===== src/rtl/rtmr_pkg.sv =====
package rtmr_pkg;

    // Channel run state
    typedef enum logic [1:0] {
        CH_IDLE = 2'd0,   // stopped, waiting for a time constant
        CH_PEND = 2'd1,   // constant loaded, timer waiting for its trigger
        CH_RUN  = 2'd2    // counting
    } ch_state_e;

    // Decoded configuration levels
    typedef struct packed {
        logic count_mode;
        logic pre_long;
        logic rise;
        logic ext_start;
    } ch_cfg_t;

    // Channel should wait for a trigger after a constant write
    function automatic logic needs_trigger(input ch_cfg_t cfg);
        return !cfg.count_mode && cfg.ext_start;
    endfunction

endpackage


===== src/rtl/rtmr_trig_sync.sv =====
module rtmr_trig_sync #(
    parameter int SYNC_STAGES = 2
) (
    input  logic clk,
    input  logic rst,
    input  logic trig_in,
    input  logic rise,
    output logic act_edge
);
    logic [SYNC_STAGES-1:0] sync_q;
    logic                   prev_q;
    logic                   pol_q;
    logic                   lvl;
    logic                   pin_edge;

    assign lvl = sync_q[SYNC_STAGES-1];

    always_ff @(posedge clk) begin
        if (rst) begin
            sync_q <= '0;
            prev_q <= 1'b0;
            pol_q  <= rise;
        end else begin
            sync_q <= {sync_q[SYNC_STAGES-2:0], trig_in};
            prev_q <= lvl;
            pol_q  <= rise;
        end
    end

    // Edge on the synchronized pin, per selected polarity
    assign pin_edge = rise ? (lvl && !prev_q) : (!lvl && prev_q);
    // A polarity change also counts as an active edge
    assign act_edge = pin_edge || (rise != pol_q);

endmodule


===== src/rtl/rtmr_prescale.sv =====
module rtmr_prescale #(
    parameter int LO_LOG = 4,
    parameter int HI_LOG = 8
) (
    input  logic clk,
    input  logic rst,
    input  logic en,
    input  logic clr,
    input  logic sel_long,
    output logic tick
);
    localparam int PRE_W = HI_LOG;
    localparam logic [PRE_W-1:0] PRE_ONE = {{(PRE_W-1){1'b0}}, 1'b1};

    logic [PRE_W-1:0] pre_q;
    logic             short_full;
    logic             long_full;

    assign short_full = &pre_q[LO_LOG-1:0];
    assign long_full  = &pre_q;
    assign tick       = en && (sel_long ? long_full : short_full);

    always_ff @(posedge clk) begin
        if (rst || clr) begin
            pre_q <= '0;
        end else if (en) begin
            pre_q <= pre_q + PRE_ONE;
        end
    end

endmodule


===== src/rtl/rtmr_count.sv =====
module rtmr_count #(
    parameter int CNT_W = 8
) (
    input  logic             clk,
    input  logic             rst,
    input  logic             wr,
    input  logic [CNT_W-1:0] wr_data,
    input  logic             load_now,
    input  logic             dec,
    output logic [CNT_W-1:0] count,
    output logic             zc
);
    localparam logic [CNT_W-1:0] CNT_ONE = {{(CNT_W-1){1'b0}}, 1'b1};

    logic [CNT_W-1:0] tc_q;
    logic [CNT_W-1:0] reload_val;
    logic             at_one;

    assign at_one = (count == CNT_ONE);
    // A write landing on the reload clock supplies the new value
    assign reload_val = wr ? wr_data : tc_q;

    always_ff @(posedge clk) begin
        if (rst) begin
            tc_q  <= '0;
            count <= '0;
            zc    <= 1'b0;
        end else begin
            zc <= dec && at_one;
            if (wr) begin
                tc_q <= wr_data;
            end
            if (load_now) begin
                count <= wr_data;
            end else if (dec) begin
                count <= at_one ? reload_val : count - CNT_ONE;
            end
        end
    end

endmodule


===== src/rtl/rtmr_channel.sv =====
module rtmr_channel
    import rtmr_pkg::*;
#(
    parameter int CNT_W       = 8,
    parameter int PRE_LO_LOG  = 4,
    parameter int PRE_HI_LOG  = 8,
    parameter int SYNC_STAGES = 2,
    parameter bit HAS_ZC_OUT  = 1'b1
) (
    input  logic             clk,
    input  logic             rst,
    input  logic             cfg_count_mode,
    input  logic             cfg_pre_long,
    input  logic             cfg_rise_edge,
    input  logic             cfg_ext_start,
    input  logic             tc_wr,
    input  logic [CNT_W-1:0] tc_data,
    input  logic             sw_rst,
    input  logic             ext_trig,
    output logic [CNT_W-1:0] count_o,
    output logic             zc_event,
    output logic             zc_to
);
    ch_cfg_t   cfg;
    ch_state_e st_q;
    ch_state_e st_d;
    logic      act_edge;
    logic      wr_ok;
    logic      load_now;
    logic      pend_go;
    logic      pre_tick;
    logic      running;
    logic      dec;
    logic      zc_q;

    assign cfg = '{count_mode: cfg_count_mode, pre_long: cfg_pre_long,
                   rise: cfg_rise_edge, ext_start: cfg_ext_start};

    rtmr_trig_sync #(.SYNC_STAGES(SYNC_STAGES)) u_sync (
        .clk      (clk),
        .rst      (rst),
        .trig_in  (ext_trig),
        .rise     (cfg.rise),
        .act_edge (act_edge)
    );

    // Software reset wins over a write in the same clock
    assign wr_ok    = tc_wr && !sw_rst;
    assign load_now = wr_ok && (st_q != CH_RUN);
    assign pend_go  = (st_q == CH_PEND) && act_edge && !sw_rst && !tc_wr;
    assign running  = (st_q == CH_RUN) && !sw_rst;

    always_comb begin
        st_d = st_q;
        if (sw_rst) begin
            st_d = CH_IDLE;
        end else if (load_now) begin
            st_d = needs_trigger(cfg) ? CH_PEND : CH_RUN;
        end else if (pend_go) begin
            st_d = CH_RUN;
        end
    end

    always_ff @(posedge clk) begin
        if (rst) begin
            st_q <= CH_IDLE;
        end else begin
            st_q <= st_d;
        end
    end

    rtmr_prescale #(.LO_LOG(PRE_LO_LOG), .HI_LOG(PRE_HI_LOG)) u_pre (
        .clk      (clk),
        .rst      (rst),
        .en       (running && !cfg.count_mode),
        .clr      (load_now || pend_go),
        .sel_long (cfg.pre_long),
        .tick     (pre_tick)
    );

    assign dec = running && (cfg.count_mode ? act_edge : pre_tick);

    rtmr_count #(.CNT_W(CNT_W)) u_cnt (
        .clk      (clk),
        .rst      (rst),
        .wr       (wr_ok),
        .wr_data  (tc_data),
        .load_now (load_now),
        .dec      (dec),
        .count    (count_o),
        .zc       (zc_q)
    );

    assign zc_event = zc_q;

    generate
        if (HAS_ZC_OUT) begin : g_zc_pin
            assign zc_to = zc_q;
        end else begin : g_zc_none
            assign zc_to = 1'b0;
        end
    endgenerate

endmodule


===== config.mk =====
export PLATFORM = sky130hd
export DESIGN_NAME = rtmr_channel
export DESIGN_NICKNAME = d
export VERILOG_FILES = /design/src/rtl/rtmr_pkg.sv /design/src/rtl/rtmr_trig_sync.sv /design/src/rtl/rtmr_prescale.sv /design/src/rtl/rtmr_count.sv /design/src/rtl/rtmr_channel.sv
export SDC_FILE = /design/constraint.sdc
export NUM_CORES = 1
export LEC_CHECK = 0
export CAP_MARGIN = 20
export CORE_MARGIN = 1
export CORE_UTILIZATION = 40
export DETAILED_ROUTE_END_ITERATION = 10
export DONT_BUFFER_PORTS = 1
export MAX_ROUTING_LAYER = met4
export SYNTH_ARGS = -nofsm -noshare
export SYNTH_HDL_FRONTEND = slang
export SYNTH_SLANG_ARGS = --single-unit

===== constraint.sdc =====
create_clock -name clk -period 1.78 [get_ports clk]
set_input_delay 0 -clock clk [delete_from_list [all_inputs] [get_ports clk]]
set_output_delay 0 -clock clk [all_outputs]
set_load 0.05 [all_outputs]

# [Yosys cells after proc, flatten, opt, wreduce, memory -nomap -nowiden]
# Cells that the tools add are included.
[word_totals] regBits=31 in_bits=17 out_inout_bits=10 elab_cells=51
[op_classes] n_addsub=2 n_eq_ne=5 muxes=10 n_reduce_logical=26
[ops] op="8-bit 2-to-1 mux" count=4
[ops] op="1-bit logical AND" count=13
[ops] op="8-bit by 1-bit adder with 8-bit output, second input constant" count=1
[ops] op="8-bit by 1-bit == test with 1-bit output, second input constant" count=1
[ops] op="8-bit AND reduction" count=1
[ops] op="8-bit by 1-bit subtractor with 8-bit output, second input constant" count=1
[ops] op="2-bit 2-to-1 mux" count=3
[ops] op="1-bit zero test" count=5
[ops] op="4-bit AND reduction" count=1
[ops] op="2-bit nonzero test" count=2
[ops] op="1-bit logical OR" count=3
[ops] op="1-bit 2-to-1 mux" count=3
[ops] op="2-bit by 1-bit == test with 1-bit output, second input constant" count=1
[ops] op="2-bit == test, second input constant" count=1
[ops] op="2-bit inequality test, second input constant" count=1
[ops] op="2-bit OR reduction" count=1
[ops] op="1-bit inequality test" count=1

# [Logic depth before layout (Yosys ltp)]
# Gate-level depths: netlist (run 1).
[depth] word_depth=9 depth_mapped=8 depth_no_buf=7

# [Hierarchy]
# From an unflattened synthesis (run 1), not the netlist that was laid out.
[hier_totals] cells_unflattened=172 hier_area_um2=1555.2
[by_module_without_submodules] mod="rtmr_count" instances=1 cells_each=99 area_each_um2=914.6 seq_area_each_um2=340.3
[by_module_without_submodules] mod="rtmr_prescale" instances=1 cells_each=40 area_each_um2=356.6 seq_area_each_um2=160.2
[by_module_without_submodules] mod="rtmr_channel" instances=1 cells_each=21 area_each_um2=156.4 seq_area_each_um2=40.0
[by_module_without_submodules] mod="rtmr_trig_sync" instances=1 cells_each=12 area_each_um2=127.6 seq_area_each_um2=80.1

# [Worst setup path before layout (run 1)]
# No wires, ideal clock.
[synth_timing] path_kind="register -> register" from="register u_cnt.count[0]" to="register u_cnt.count[5]" setup_ps=91 t_arrival_ps=2278 required_ps=1689 path_slack_ps=-589 path_stages_with_launch=7 path_buffers=1 period_less_slack_ps=2369 cell_sequence="dfxtp_1 ha_1 or3b_1 or2_0 clkbuf_1 a211o_1 a311oi_1"
[synth_via] elab_chain_cells=4 elab_cells_between_ends=5 cone_classes="add/sub (1); eq/ne (1); mux (3)"
[synth_lines] element="start: declaration" line="rtmr_count.sv:10" text="output logic [CNT_W-1:0] count,"
[synth_lines] element="start signal: assignment" line="rtmr_count.sv:34" text="count <= wr_data;"
[synth_lines] element="start signal: assignment" line="rtmr_count.sv:36" text="count <= at_one ? reload_val : count - CNT_ONE;"
[synth_lines] element="8-bit by 1-bit subtractor with 8-bit output or 8-bit by 1-bit == test with 1-bit output (tied branches)" line="rtmr_count.sv:36, rtmr_count.sv:19"
[synth_lines] element="8-bit 2-to-1 mux *" line="rtmr_count.sv:36"
[synth_lines] element="8-bit 2-to-1 mux *" line="rtmr_count.sv:35" text="end else if (dec) begin"
[synth_lines] element="8-bit 2-to-1 mux *" line="rtmr_count.sv:33" text="if (load_now) begin"
# Mark *: on every way between the ends. The rest lies on a longest branch, timed or not. The select of a mux whose other input is x is not followed.
# A chain may end at the register's enable or synchronous reset.

# [Worst setup path in the final report (run 1)]
[layout_timing] from="register u_cnt.count[4]" to="register u_cnt.count[6]"
# The elaborated chain is that of the path after synthesis.

==> impl_metrics.json, run 1 <==
{
  "power.share.switching": 0.3022,
  "start_util": 0.4241,
  "die-width_um": 67.82,
  "cp.required_ns": 1.99,
  "synthMuxAreaShare": 0.02888,
  "synth_top_area_cell": "dfxtp_1",
  "core_area_mm2": 0.004086,
  "place.gp.congestion": 0.8706,
  "cts_tree": "done",
  "hold_viol": 0,
  "fin_ws_ns": -0.06366,
  "dp.cells": 282,
  "dieArea_mm2": 0.004600,
  "synth_xor_area_frac": 0.05560,
  "place_hpwl_mm": 3.408,
  "syn-num-nets": 225,
  "drv_cap": 0,
  "fin_crit_ns": 1.844,
  "min_period_over_period": 1.036,
  "worst-setup-path-type": "register to register",
  "grt_usage": 0.2395,
  "viasPerCell": 5.603,
  "leakage_nw": 0.9089,
  "firstDrtPassIters": 4,
  "rows": 23,
  "crit_family": "compound AO/OA/AOI/OAI gates",
  "power_frac_seq": 0.423,
  "numCtsBuffers": 5,
  "fin_cells": 310,
  "clk_latency_ns": 0.29,
  "power_switching_uw": 529.1,
  "dr.first_iter.drc_count": 112,
  "wl_per_cell_um": 15.91,
  "finalNetCount": 279,
  "grt_pass1_vias": 1739,
  "synth_top_family_by_area": "simple AND/OR/NAND/NOR gates",
  "num_io_pins": 27,
  "synth-seq-cells": 31,
  "finalClockSkew_ns": 0.01207,
  "critPathBufInv": 0,
  "tightest_slew_ns": 0.3807,
  "area_growth_pct": 40.00,
  "async_reset_ff_frac": 0,
  "p_int_mw": 1.222,
  "htree_levels": 2,
  "synth_fa_ha_area_frac": 0.02166,
  "num_vias": 1737,
  "synth-edff-count": 0,
  "syn_area_mm2": 0.001733,
  "antenna_found_initial": 0,
  "synth-simple-area-share": 0.2830,
  "final-setup-viol-count": 2,
  "place_ws_ns": -0.1410,
  "cp_slowest_stage_delay_ns": 0.58,
  "synth_ff_type": "dfxtp_1",
  "numClockSinks": 31,
  "synth.distinct_cells": 51,
  "syn_area_per_cell_um2": 8.453,
  "slew_headroom": 0.7426,
  "cp.arrival_ns": 2.06,
  "drv_slew": 0,
  "power.density_mw_per_mm2": 721.6,
  "overflow": 0,
  "min_path_type": "input pin to register",
  "dieHeight_um": 67.82,
  "vdd.ir_drop.worst_uv": 474.1,
  "portBuffers": 0,
  "max_freq_mhz": 542.4,
  "rsz0062_at_grt": "true",
  "yosysSeqAreaShare": 0.3581,
  "drc": 0,
  "ant_nets": 0,
  "status": "finished, violations left",
  "syn-instance-count": 205,
  "path_max_fanout": 7,
  "synth-compound-area-share": 0.2022,
  "ys_warn_count": 0,
  "critPathLaunchType": "register",
  "clockBufferDepth": 2,
  "p_comb_frac": 0.273,
  "finalWirelength_mm": 4.931,
  "final.fill_count": 362,
  "drive_gt1_frac": 0.3115,
  "synthTopCellsByArea": "dfxtp_1, nand2_1, nor3_1",
  "n_antenna_cell": 0,
  "synth_top_area_frac": 0.3581,
  "post-synth-top-count-cell": "dfxtp_1",
  "cts_root_buf": "clkbuf_8",
  "worstPathCellList": "or4_4, a221oi_2, a21oi_1, a2111o_1, a21oi_2",
  "grt_max_degree": 31,
  "clk_pin_slew_ns": 0.07,
  "cp_slowest_cell": "or4_4",
  "endpoint_kind": "register",
  "synth_commonest_cells": "dfxtp_1, nand2_1, nor2_1, nor3_1, a21oi_1",
  "grt_pass1_wl_mm": 7.893,
  "violations": "setup timing",
  "power_frac_clock": 0.304
}
-- power groups by stage --
| stage | logic, mW | registers, mW | clock network [mW] |
|---|---|---|---|
| after CTS | 0.452 | 0.738 | 0.547 |
| after global placement | 0.385 | 0.753 | 0 |
| after global routing | 0.515 | 0.743 | 0.585 |
| after detailed placement | 0.390 | 0.754 | 0 |
| final | 0.479 | 0.740 | 0.531 |
| after floorplan | 0.234 | 0.810 | 0 |
-- kinds of logic (layout without fill, tap and decap cells) --
logic type	Yosys count	count (layout)
compound gates	46	46
mux	5	5
xor+xnor	11	11
fa+ha+maj	3	3
buf+inv	15	70
flops	31	31
simple gates	94	94
-- worst min-delay path, cell delays in order --
cell    delay, ns
nor2_1       0.03
nor3_1       0.15
nor4_1       0.07
-- per-stage QoR --
step / power (mW) / hold slack [ns] / instance area [um^2] / utilization / TNS, ns
after global placement: 1.137 / 0.02781 / 2042 / 0.4997 / -0.3573
after floorplan: 1.044 / 0.02772 / 1768 / - / -0.5577
after CTS: 1.738 / 0.01288 / 2341 / 0.5729 / -0.1021
after global routing: 1.843 / 0.05466 / 2426 / 0.5937 / -0.6359
final: 1.751 / 0.01318 / 2426 / 0.5937 / -0.1018
after detailed placement: 1.143 / 0.02783 / 2042 / 0.4997 / -0.8049
-- layer usage --
metal  track usage  vias up  wire length, um
li1              -      858                -
met1        0.2619      824             2077
met2        0.4171       48             2569
met3       0.06333        7              221
met4       0.08333        0               62
met5             -        -                0
-- worst paths after layout --
kind                         start               end  slack, ns  depth (start not counted)
setup / recovery    u_cnt.count[4]    u_cnt.count[6]      -0.06                          5
hold reg to reg   u_sync.sync_q[0]  u_sync.sync_q[1]       0.44                          1
hold / removal              sw_rst    u_cnt.count[0]       0.01                          3
setup reg to reg    u_cnt.count[4]    u_cnt.count[6]      -0.06                          5
-- layout make-up --
cell class | count | area (um^2) | share of cell area
Multi-Input combinational cell | 159 | 1129 | 0.4652
Timing Repair Buffer | 58 | 495.5 | 0.2042
Clock buffer | 8 | 80.08 | 0.03301
Tap cell | 50 | 62.56 | 0.02579
Inverter | 4 | 17.52 | 0.007220
Sequential cell | 31 | 641.9 | 0.2646
-- state kept, by name, indices dropped and copies added, names as in the netlist --
register,count
st_q,2
u_pre.pre_q,8
u_sync.sync_q,2
u_cnt.count,8
u_cnt.tc_q,8
u_sync.prev_q,1
u_cnt.zc,1
u_sync.pol_q,1
-- cell usage in the layout, fill, tap and decap left out, types with 2 or more instances in the layout --
master,count
inv_1,3
nand4_1,4
nand2b_1,5
a31oi_1,2
and3_1,2
nand2_1,22
dfxtp_4,4
buf_4,39
nor3b_2,2
clkbuf_1,3
a21oi_1,13
dfxtp_2,5
nor3_1,13
o31ai_1,2
nor3b_1,2
ha_4,2
a311oi_1,2
nor2b_1,5
xor2_1,5
nand2b_4,2
o211ai_1,4
xnor2_1,6
a221oi_1,2
nand3_1,5
nand2_2,2
mux2i_1,5
o21ai_0,2
dfxtp_1,22
nor4_1,3
nor2_1,14
dlygate4sd3_1,16
a221oi_2,2
clkbuf_8,5
buf_6,2
-- repair_timing --
| action | 4_1_cts | 5_1_grt |
|---|---|---|
| hold endpoints to repair | 31 | 0 |
| setup endpoints to repair | 8 | 9 |
| pin swaps | 11 | 13 |
| resized for setup | 9 | 17 |
| buffers inserted | 1 | 2 |
| hold buffers | 17 | 0 |
No activity file was read; power rests on OpenSTA's default activity.
==> inputs of run 2 (changes only) <==
--- a/config.mk
+++ b/config.mk
@@ -5,6 +5,7 @@
 export SDC_FILE = /design/constraint.sdc
 export NUM_CORES = 1
 export LEC_CHECK = 0
+export ABC_CLOCK_PERIOD_IN_PS = 1780
 export CAP_MARGIN = 20
 export CORE_MARGIN = 1
 export CORE_UTILIZATION = 40
@@ -14,3 +15,4 @@
 export SYNTH_ARGS = -nofsm -noshare
 export SYNTH_HDL_FRONTEND = slang
 export SYNTH_SLANG_ARGS = --single-unit
+export TNS_END_PERCENT = 20
==> run 2 against run 1 <==
The flow now finishes without violations. Global-route usage rose by 0.081 points. Utilization fell by 1.2 points. Hold slack better by 0.0040 ns. Non-clock buffer count fell by 4. Clock-buffer cell count shrank 2. Register-to-register slack improved by 0.07 ns. Clock power rose by 8.9%. First-iteration DRC count rose by 4.5%. Setup slack improved by 0.067 ns. Die area stayed put. Cell area down 2.0%. Critical path type unchanged. Largest power group unchanged.
==> impl_metrics.json, run 2 (synthesis results as in run 1) <==
{
  "status": "complete, no violations",
  "n_antenna_cell": 0,
  "drv_cap": 0,
  "cts_root_buf": "clkbuf_8",
  "tightest_slew_ns": 0.4836,
  "power.share.switching": 0.3084,
  "grt_pass1_wl_mm": 7.810,
  "clk_pin_slew_ns": 0.07,
  "dr.first_iter.drc_count": 117,
  "num_vias": 1769,
  "clk_latency_ns": 0.29,
  "min_path_type": "input pin to register",
  "reg2reg_depth": 7,
  "met2_usage": 0.4072,
  "htree_levels": 2,
  "area_growth_pct": 37.26,
  "die-width_um": 67.82,
  "cts_tree": "done",
  "drive_gt1_frac": 0.2980,
  "overflow": 0,
  "top_regs": "u_cnt.count x8, u_cnt.tc_q x8, u_pre.pre_q x8",
  "path_max_fanout": 4,
  "final.fill_count": 371,
  "place.gp.congestion": 0.8337,
  "final-setup-viol-count": 0,
  "hold_depth": 3,
  "power_frac_seq": 0.415,
  "critPathLaunchType": "register",
  "final_common_cell": "buf_4",
  "core_area_mm2": 0.004086,
  "use_met3": 0.06500,
  "rows": 23,
  "hold_viol": 0,
  "antenna_found_initial": 0,
  "finalWirelength_mm": 4.966,
  "final_cell_mix": "buf_4, nand2_1, dfxtp_1",
  "hold_start": "sw_rst",
  "grt_pass1_vias": 1701,
  "regArea_um2": 643.1,
  "fin_crit_ns": 1.776,
  "leakage_nw": 0.8921,
  "min_period_over_period": 0.9979,
  "max_freq_mhz": 563.0,
  "viasPerCell": 5.800,
  "slew_headroom": 0.6764,
  "gr-max-usage-layer": "met2",
  "gr-usage-met1": 0.2561,
  "start_util": 0.4241,
  "power_switching_uw": 550.3,
  "grt_usage": 0.2403,
  "power_frac_clock": 0.324,
  "firstDrtPassIters": 4,
  "hold-worst-slack_ns": 0.01714,
  "ant_nets": 0,
  "worst-setup-path-type": "register to register",
  "fin_ws_ns": 0.003776,
  "cp.arrival_ns": 1.97,
  "r2r_start": "u_pre.pre_q[0]",
  "dieHeight_um": 67.82,
  "p_comb_frac": 0.261,
  "finalNetCount": 275,
  "multi_input_area_mm2": 0.001115,
  "numClockSinks": 31,
  "reg2reg_slack_ns": 0.004,
  "power.density_mw_per_mm2": 750.2,
  "wl_per_cell_um": 16.28,
  "p_int_mw": 1.234,
  "timing.rr.end": "u_cnt.count[1]",
  "clockBufferDepth": 2,
  "rsz0062_at_grt": "true",
  "num_io_pins": 27,
  "cp.required_ns": 1.97,
  "finalPower_mw": 1.784,
  "finalClockSkew_ns": 0.003887,
  "vdd.ir_drop.worst_uv": 534.1,
  "grt_max_degree": 31,
  "dieArea_mm2": 0.004600,
  "portBuffers": 0,
  "place_ws_ns": -0.1567,
  "endpoint_kind": "register",
  "drv_slew": 0,
  "place_hpwl_mm": 3.302,
  "numCtsBuffers": 5,
  "holdPathEnd": "u_cnt.count[0]",
  "drc": 0
}
[run 2: how the worst max path moves through the flow]
stage                           endpoint            from  slack [ns]
after detailed placement  u_cnt.count[5]  u_cnt.count[3]       -0.16
final                     u_cnt.count[1]  u_pre.pre_q[0]       0.004
after global placement    u_cnt.count[4]  u_cnt.count[3]       -0.09
after global routing      u_cnt.count[2]  u_pre.pre_q[0]       -0.15
after floorplan           u_cnt.count[3]  u_cnt.count[0]       -0.11
after CTS                 u_cnt.count[5]  u_cnt.count[3]       -0.02
[run 2: final cells by class]
type | instances | share of cell area
Clock buffer | 6 | 0.03472
Multi-Input combinational cell | 159 | 0.4687
Inverter | 4 | 0.007365
Sequential cell | 31 | 0.2704
Timing Repair Buffer | 54 | 0.1904
Tap cell | 50 | 0.02630
Clock inverter | 1 | 0.002104
[run 2: per-layer routing]
metal | share of wire | vias up
li1 | - | 849
met1 | 0.44 | 863
met2 | 0.49 | 49
met3 | 0.049 | 8
met4 | 0.016 | 0
met5 | 0 | -
[run 2: power groups by stage]
stage	sequential, mW	clock [mW]	combinational (mW)
final	0.741	0.578	0.465
after global routing	0.743	0.626	0.498
after CTS	0.740	0.584	0.446
after detailed placement	0.755	0	0.380
after global placement	0.754	0	0.374
after floorplan	0.810	0	0.234
[run 2: stage by stage]
stage,util,cells,setup TNS (ns),area [um^2]
CTS,0.5723,305,-0.06026,2338
global placement,0.4979,281,-0.3720,2034
detailed placement,0.4979,281,-0.7420,2034
finish,0.5821,305,0,2379
floorplan,-,205,-0.5788,1768
global route,0.5821,305,-0.5522,2379
[run 2: what timing repair did]
item / in CTS / in global routing
endpoints found under the setup margin: 8 / 8
hold buffers: 15 / 0
gates resized for setup: 9 / 11
buffers inserted: 2 / 0
pin swaps: 3 / 6
hold endpoints to repair: 31 / 0
[run 2: critical path, stage by stage (launching register included)]
cell	delay, ns
dfxtp_2	0.35
ha_4	0.15
nand4_1	0.13
o211a_1	0.28
a2111oi_4	0.25
buf_4	0.19
nand3_1	0.07
a311oi_1	0.27
